**src/rtl/irq_l2_pkg.sv**
```systemverilog
package irq_l2_pkg;
  localparam int unsigned OFS_ENABLE = 0;
  localparam int unsigned OFS_STATUS = 4;

  typedef enum logic [1:0] {
    SEL_NONE   = 2'd0,
    SEL_ENABLE = 2'd1,
    SEL_STATUS = 2'd2
  } reg_sel_e;
endpackage

```
**src/rtl/irq_l2_regs.sv**
```systemverilog
module irq_l2_regs
  import irq_l2_pkg::*;
#(
  parameter int unsigned        NUM_SRC   = 32,
  parameter int unsigned        ADDR_W    = 4,
  parameter logic [NUM_SRC-1:0] IMPL_MASK = 32'h0000_0FFF
) (
  input  logic               clk,
  input  logic               rst_n,
  input  logic [NUM_SRC-1:0] src_irq,
  input  logic               reg_wr_en,
  input  logic [ADDR_W-1:0]  reg_addr,
  input  logic [NUM_SRC-1:0] reg_wdata,
  output logic [NUM_SRC-1:0] reg_rdata,
  output logic [NUM_SRC-1:0] en_q
);
  logic [NUM_SRC-1:0] stat_q;
  reg_sel_e           sel;

  always_comb begin
    if (reg_addr == ADDR_W'(OFS_ENABLE))      sel = SEL_ENABLE;
    else if (reg_addr == ADDR_W'(OFS_STATUS)) sel = SEL_STATUS;
    else                                      sel = SEL_NONE;
  end

  always_ff @(posedge clk or negedge rst_n) begin
    if (!rst_n) begin
      en_q   <= '0;
      stat_q <= '0;
    end else begin
      stat_q <= src_irq & IMPL_MASK;
      if (reg_wr_en && sel == SEL_ENABLE) en_q <= reg_wdata & IMPL_MASK;
    end
  end

  always_comb begin
    unique case (sel)
      SEL_ENABLE: reg_rdata = en_q;
      SEL_STATUS: reg_rdata = stat_q;
      default:    reg_rdata = '0;
    endcase
  end

  AST_EN_WRITE: assert property (@(posedge clk) disable iff (!rst_n)
    (reg_wr_en && reg_addr == ADDR_W'(OFS_ENABLE)) |=> en_q == ($past(reg_wdata) & IMPL_MASK));
  AST_EN_KEEP: assert property (@(posedge clk) disable iff (!rst_n)
    !(reg_wr_en && reg_addr == ADDR_W'(OFS_ENABLE)) |=> $stable(en_q));
  AST_RDATA_UNIMPL: assert property (@(posedge clk) disable iff (!rst_n)
    (reg_rdata & ~IMPL_MASK) == '0);
endmodule

```
**src/rtl/irq_l2_group.sv**
```systemverilog
module irq_l2_group #(
  parameter int unsigned        NUM_SRC  = 32,
  parameter logic [NUM_SRC-1:0] EFF_MASK = '0
) (
  input  logic               clk,
  input  logic               rst_n,
  input  logic [NUM_SRC-1:0] src_irq,
  input  logic [NUM_SRC-1:0] en_q,
  output logic               grp_q
);
  logic qual;

  assign qual = |(src_irq & en_q & EFF_MASK);

  always_ff @(posedge clk or negedge rst_n) begin
    if (!rst_n) grp_q <= 1'b0;
    else        grp_q <= qual;
  end

  AST_GRP_SET: assert property (@(posedge clk) disable iff (!rst_n)
    qual |=> grp_q);
  AST_GRP_CLR: assert property (@(posedge clk) disable iff (!rst_n)
    !qual |=> !grp_q);
endmodule

```
**src/rtl/irq_l2_bypass.sv**
```systemverilog
module irq_l2_bypass #(
  parameter int unsigned        NUM_SRC = 32,
  parameter logic [NUM_SRC-1:0] FWD_EFF = '0
) (
  input  logic [NUM_SRC-1:0] src_irq,
  output logic [NUM_SRC-1:0] fwd_irq
);
  for (genvar i = 0; i < NUM_SRC; i++) begin : g_mux
    if (FWD_EFF[i]) begin : g_pass
      assign fwd_irq[i] = src_irq[i];
    end else begin : g_tie
      assign fwd_irq[i] = 1'b0;
    end
  end
endmodule

```
**src/rtl/irq_l2_aggregator.sv**
```systemverilog
module irq_l2_aggregator #(
  parameter int unsigned                NUM_SRC   = 32,
  parameter int unsigned                NUM_GRP   = 2,
  parameter int unsigned                ADDR_W    = 4,
  parameter logic [NUM_SRC-1:0]         IMPL_MASK = 32'h0000_0FFF,
  parameter logic [NUM_SRC-1:0]         FWD_MASK  = 32'h0000_0007,
  parameter logic [NUM_GRP*NUM_SRC-1:0] GRP_MASKS = {32'h0000_0140, 32'h0000_0EBF}
) (
  input  logic               clk,
  input  logic               rst_n,
  input  logic [NUM_SRC-1:0] src_irq,
  input  logic               reg_wr_en,
  input  logic [ADDR_W-1:0]  reg_addr,
  input  logic [NUM_SRC-1:0] reg_wdata,
  output logic [NUM_SRC-1:0] reg_rdata,
  output logic [NUM_GRP-1:0] grp_irq,
  output logic [NUM_SRC-1:0] fwd_irq
);
  localparam logic [NUM_SRC-1:0] FWD_EFF = FWD_MASK & IMPL_MASK;
  localparam logic [NUM_SRC-1:0] AGG_EFF = IMPL_MASK & ~FWD_MASK;

  logic [NUM_SRC-1:0] en_q;

  irq_l2_regs #(.NUM_SRC(NUM_SRC), .ADDR_W(ADDR_W), .IMPL_MASK(IMPL_MASK)) i_regs (
    .clk(clk), .rst_n(rst_n), .src_irq(src_irq), .reg_wr_en(reg_wr_en),
    .reg_addr(reg_addr), .reg_wdata(reg_wdata), .reg_rdata(reg_rdata), .en_q(en_q)
  );

  for (genvar k = 0; k < NUM_GRP; k++) begin : g_grp
    irq_l2_group #(
      .NUM_SRC(NUM_SRC),
      .EFF_MASK(GRP_MASKS[k*NUM_SRC +: NUM_SRC] & AGG_EFF)
    ) i_group (
      .clk(clk), .rst_n(rst_n), .src_irq(src_irq), .en_q(en_q), .grp_q(grp_irq[k])
    );
  end

  irq_l2_bypass #(.NUM_SRC(NUM_SRC), .FWD_EFF(FWD_EFF)) i_bypass (
    .src_irq(src_irq), .fwd_irq(fwd_irq)
  );

  AST_FWD_UNGATED: assert property (@(posedge clk) disable iff (!rst_n)
    (fwd_irq & ~src_irq) == '0);
  AST_GRP_IDLE_NO_SRC: assert property (@(posedge clk) disable iff (!rst_n)
    ((src_irq & AGG_EFF) == '0) |=> grp_irq == '0);
endmodule

```
**config.mk**
```make
export PLATFORM = sky130hd
export DESIGN_NAME = irq_l2_aggregator
export DESIGN_NICKNAME = d
export VERILOG_FILES = /design/src/rtl/irq_l2_pkg.sv /design/src/rtl/irq_l2_regs.sv /design/src/rtl/irq_l2_group.sv /design/src/rtl/irq_l2_bypass.sv /design/src/rtl/irq_l2_aggregator.sv
export SDC_FILE = /design/constraint.sdc
export NUM_CORES = 1
export LEC_CHECK = 0
export ABC_AREA = 1
export BUFFER_PORTS_ARGS = -buffer_cell sky130_fd_sc_hd__buf_4
export CAP_MARGIN = 40
export CELL_PAD_IN_SITES_DETAIL_PLACEMENT = 0
export CELL_PAD_IN_SITES_GLOBAL_PLACEMENT = 2
export CORE_MARGIN = 5
export CORE_UTILIZATION = 16
export CTS_CLUSTER_DIAMETER = 40
export CTS_CLUSTER_SIZE = 8
export DETAILED_ROUTE_END_ITERATION = 10
export GPL_TIMING_DRIVEN = 0
export PLACE_DENSITY_LB_ADDON = 0.2
export RECOVER_POWER = 25
export SLEW_MARGIN = 10
export SYNTH_ARGS = -nofsm -noshare
export SYNTH_HDL_FRONTEND = slang
export SYNTH_SLANG_ARGS = --single-unit
```
**constraint.sdc**
```tcl
create_clock -name clk -period 0.8 [get_ports clk]
set_clock_uncertainty 0.05 [all_clocks]
set_input_delay 0.08 -clock clk [delete_from_list [all_inputs] [get_ports clk]]
set_output_delay 0.08 -clock clk [all_outputs]
set_load 0.1 [all_outputs]
```
==> Yosys cells after proc, flatten, opt, wreduce, memory -nomap -nowiden <==
Index checks and enable logic that the tools add are counted.
{ "op_classes": {"n_eq_ne": 3, "bitwise": 1, "n_reduce_logical": 4, "n_mux": 3} }
{ "ops": {"columns": ["op", "count"], "rows": [
  ["$pmux W12 S2", 1],
  ["$and A12 B12 Y12", 1],
  ["$reduce_or A7 Y1", 1],
  ["$eq A4 B3 Y1 const B", 1],
  ["$logic_not A4 Y1", 1],
  ["$mux W2", 2],
  ["$eq A2 B1 Y1 const B", 1],
  ["$eq A2 B2 Y1 const B", 1],
  ["$reduce_or A2 Y1", 1],
  ["$logic_and A1 B1 Y1", 1]
]} }
{ "word_totals": {"output_inout_bits": 66, "register_bits": 26} }

==> Depth between registers and ports, before layout <==
{ "logic_depth": {"ltp_word": 5, "ltp_mapped": 5, "ltp_nobuf": 4} }

==> By module <==
A second synthesis with hierarchy kept.
{ "unflattened": {"hier_cells": 202, "area_unflattened_um2": 1689.1} }
{ "by_module_without_submodules": {"columns": ["module", "n_inst", "area_each_um2", "seq_area_each_um2", "cells_per_inst"], "rows": [
  ["irq_l2_regs", 1, 1331.3, 600.6, 150],
  ["irq_l2_bypass", 1, 244.0, 0.0, 33],
  ["irq_l2_group at g_grp[0].i_group", 1, 77.6, 25.0, 15],
  ["irq_l2_group at g_grp[1].i_group", 1, 36.3, 25.0, 4]
]} }

==> Least setup slack after synthesis <==
No wires, ideal clock.
{ "synth_path": {"path_type": "input to output", "start": "input port reg_addr[1]", "end": "output port reg_rdata[0]", "t_arrival_ns": 1.196, "t_required_ns": 0.670, "path_stages": 4, "path_slack_ns": -0.526, "path_cell_list": "nor2_4 -> buf_2 -> nand3_1 -> nand2_1"} }
{ "synth_via": {"elab_chain_len": 5, "elab_cells_between_ends": 7, "classes_between": "eq/ne: 3; mux: 3; reduce/logical: 1"} }
{ "synth_lines": {"columns": ["element", "line_no", "source"], "rows": [
  ["start: declaration", "irq_l2_aggregator.sv:13", "input logic [ADDR_W-1:0] reg_addr,"],
  ["$eq A4 B3 Y1", "irq_l2_regs.sv:22", "else if (reg_addr == ADDR_W'(OFS_STATUS)) sel = SEL_STATUS;"],
  ["$mux W2", "irq_l2_regs.sv:22", null],
  ["$mux W2 (*)", "irq_l2_regs.sv:21", "if (reg_addr == ADDR_W'(OFS_ENABLE)) sel = SEL_ENABLE;"],
  ["$eq A2 B2 Y1 / $eq A2 B1 Y1 (equally long branches)", "irq_l2_regs.sv:37", "unique case (sel)"],
  ["$pmux W12 S2 (*)", "irq_l2_regs.sv:37", null],
  ["end: declaration", "irq_l2_aggregator.sv:15", "output logic [NUM_SRC-1:0] reg_rdata,"]
]} }
Mark *: on every way between the ends. The rest lies on a longest branch, timed or not.

==> Final worst setup path <==
{ "layout_path": {"start": "register i_regs.en_q[11]", "end": "output port reg_rdata[11]"} }
{ "layout_via": {"elab_chain_len": 1} }
{ "layout_lines": {"columns": ["element", "line_no", "source"], "rows": [
  ["start: declaration", "irq_l2_regs.sv:15", "output logic [NUM_SRC-1:0] en_q"],
  ["start signal: assignment", "irq_l2_regs.sv:32", "if (reg_wr_en && sel == SEL_ENABLE) en_q <= reg_wdata & IMPL_MASK;"],
  ["$pmux W12 S2", "irq_l2_regs.sv:37", null]
]} }
Every way passes these cells.

==> run metrics <==
outcome finished, violations left; failing checks setup timing; vias 1444; routability cong. 0.669; first-pass GRT wire length 7.76 mm; peak supply drop 503 uV; CTS tree built; critical path class flip-flop to output port; dominant cell type by area after synthesis dfrtp_1; clock root buffer master clkbuf_8; largest cells by area after synthesis dfrtp_1 42%, buf_4 28%, nand2_1 11%; Max-Cap Viols 0; crit path time final 1.18 ns; DP Area 2550 sq um; Synth Warn # 0; pin count of the biggest net entering global routing 27; die area 11700 sq um; CP Launch Type flip-flop; commonest non-fill, non-tap cell in the layout buf_4; Routed Antenna Nets 0; H-Tree Depth 1; clock-pin slew on the worst setup and hold paths 0.10 ns; DRT iter0 DRCs 47; period utilisation layout 148%; Num CTS Buffers 3; Port Buffers 47; Syn Std Cell Area 1540 sq um; Synth Instances 179; # setup viols final 18; IO Count 137; cell row count 35; initial antenna violation count 0; routed len/inst 11.6 um; Core Region 9330 sq um; initial cell density of the core 16.5%; Pleak 0.00155 uW; drt pass-1 iters 4; layout cells sized above 1 57.6%; Worst-Skew Late Latency 0.27 ns; nets 384; vias in the first global route 1583; library cells used by synthesis 15; post-route cell area 3190 sq um; Inserted Diodes 0; Post-Place Worst Slack -0.588 ns; Die H 108 um; Max Freq 845 MHz; grt ovf 0; PD cells 1620 nW/um^2; Final WS setup -0.383 ns; crit end category output port; DRC Markers 0; Max clock buf depth 2; Vias/cell 3.28; area grow syn2layout 107%; total length of routed wires 5.11 mm; flops & latches, synth 26; mean area per synthesized cell 8.61 sq um; die width 108 um; Critical Path AT 1.05 ns; detailed placement HPWL 3.63 mm; Worst Hold Class input pin to flip-flop; Final Max Tran Viols 0; fill cell count 975; Synth top area share 42.2%; post-synthesis sequential area ratio 42.2%; Data required, critical path 0.67 ns; final hold vios 0; unrepaired setup endpoints after global routing yes; most frequent cells in the layout 91 x buf_4, 49 x conb_1, 26 x dfrtp_1; Clock Sinks 26; CP max FO 2; gr usage total 8.61%
path summary, 6_finish.rpt:
path / from / endpoint / slack (ns) / depth (start not counted)
setup / recovery: i_regs.en_q[11] / reg_rdata[11] / -0.38 / 3
min in group asynchronous: rst_n / i_regs.en_q[0] / 0.25 / 2
setup reg to reg: i_regs.en_q[10] / g_grp[0].i_group.grp_q / -0.16 / 5
max in group asynchronous: rst_n / i_regs.en_q[1] / 0.17 / 2
hold / removal: reg_wdata[3] / i_regs.en_q[3] / 0.007 / 3
hold reg to reg: i_regs.en_q[1] / i_regs.en_q[1] / 0.45 / 2
cells in the mapped netlist, drive strengths merged:
| cell | instances |
|---|---|
| conb | 1 |
| dfrtp | 26 |
| inv | 1 |
| nand3 | 25 |
| a21oi | 1 |
| buf | 62 |
| nor2 | 4 |
| nand4 | 12 |
| nand2 | 46 |
| a22o | 1 |
logic make-up (layout without fill, tap and decap cells):
logic type	count (synthesis)	in the layout	synth area share (%)
simple gates	87	87	26.6
buf+inv	63	147	30.0
flops	26	26	42.2
compound gates	2	2	0.893
other cells	1	49	0.243
report_power, final:
group          internal [uW]  switching [uW]  total (uW)
Clock                    338             432         770
Sequential              1490             133        1630
Combinational            868            1880        2750
per-layer routing:
metal / global-route usage (%) / wire [um]
met5: 0 / 0
met4: 1.89 / 25
met3: 2.81 / 395
met2: 15.6 / 2530
met1: 9.85 / 2160
worst max-delay path, cell delays in order, from the launching register on:
cell and delay [ns]:
dfrtp_1 0.43, nand3_4 0.11, nand2_8 0.07, buf_12 0.16
area by class of cell:
cell class | instances | area, sq um | share of cell area [%]
multi-input cells | 138 | 987 | 31.0
repair buffers | 83 | 853 | 26.8
flip-flops and latches | 26 | 651 | 20.4
plain buffers | 60 | 488 | 15.3
well taps | 129 | 161 | 5.07
clock buffers | 3 | 41.3 | 1.30
inverters | 1 | 3.75 | 0.118
metrics by stage:
| step | std cells | power (uW) | setup TNS [ns] | hold slack [ns] | utilization (%) |
|---|---|---|---|---|---|
| detailed placement | 403 | 3940 | -10.54 | -0.0290 | 27.4 |
| floorplan | 227 | 3600 | -1.33 | -0.266 | - |
| CTS | 431 | 5130 | -5.11 | 0.00360 | 33.1 |
| global placement | 403 | 3940 | -10.61 | -0.0257 | 27.4 |
| global route | 440 | 5380 | -5.95 | 0.00777 | 34.2 |
| finish | 440 | 5150 | -4.88 | 0.00735 | 34.2 |
registers in the layout, summed over array words and instances, names as in the netlist:
| name | count |
|---|---|
| i_regs.stat_q | 12 |
| i_regs.en_q | 12 |
| g_grp.i_group.grp_q | 2 |
repair_timing:
item / in CTS / in global routing
cloned: 1 / 1
hold endpoints to repair: 41 / 0
pin swaps: 17 / 3
gates resized for setup: 62 / 15
setup endpoints to repair: 25 / 28
hold buffers: 14 / 0
buffers inserted: 12 / 10
(Power assumes the default switching activity.)
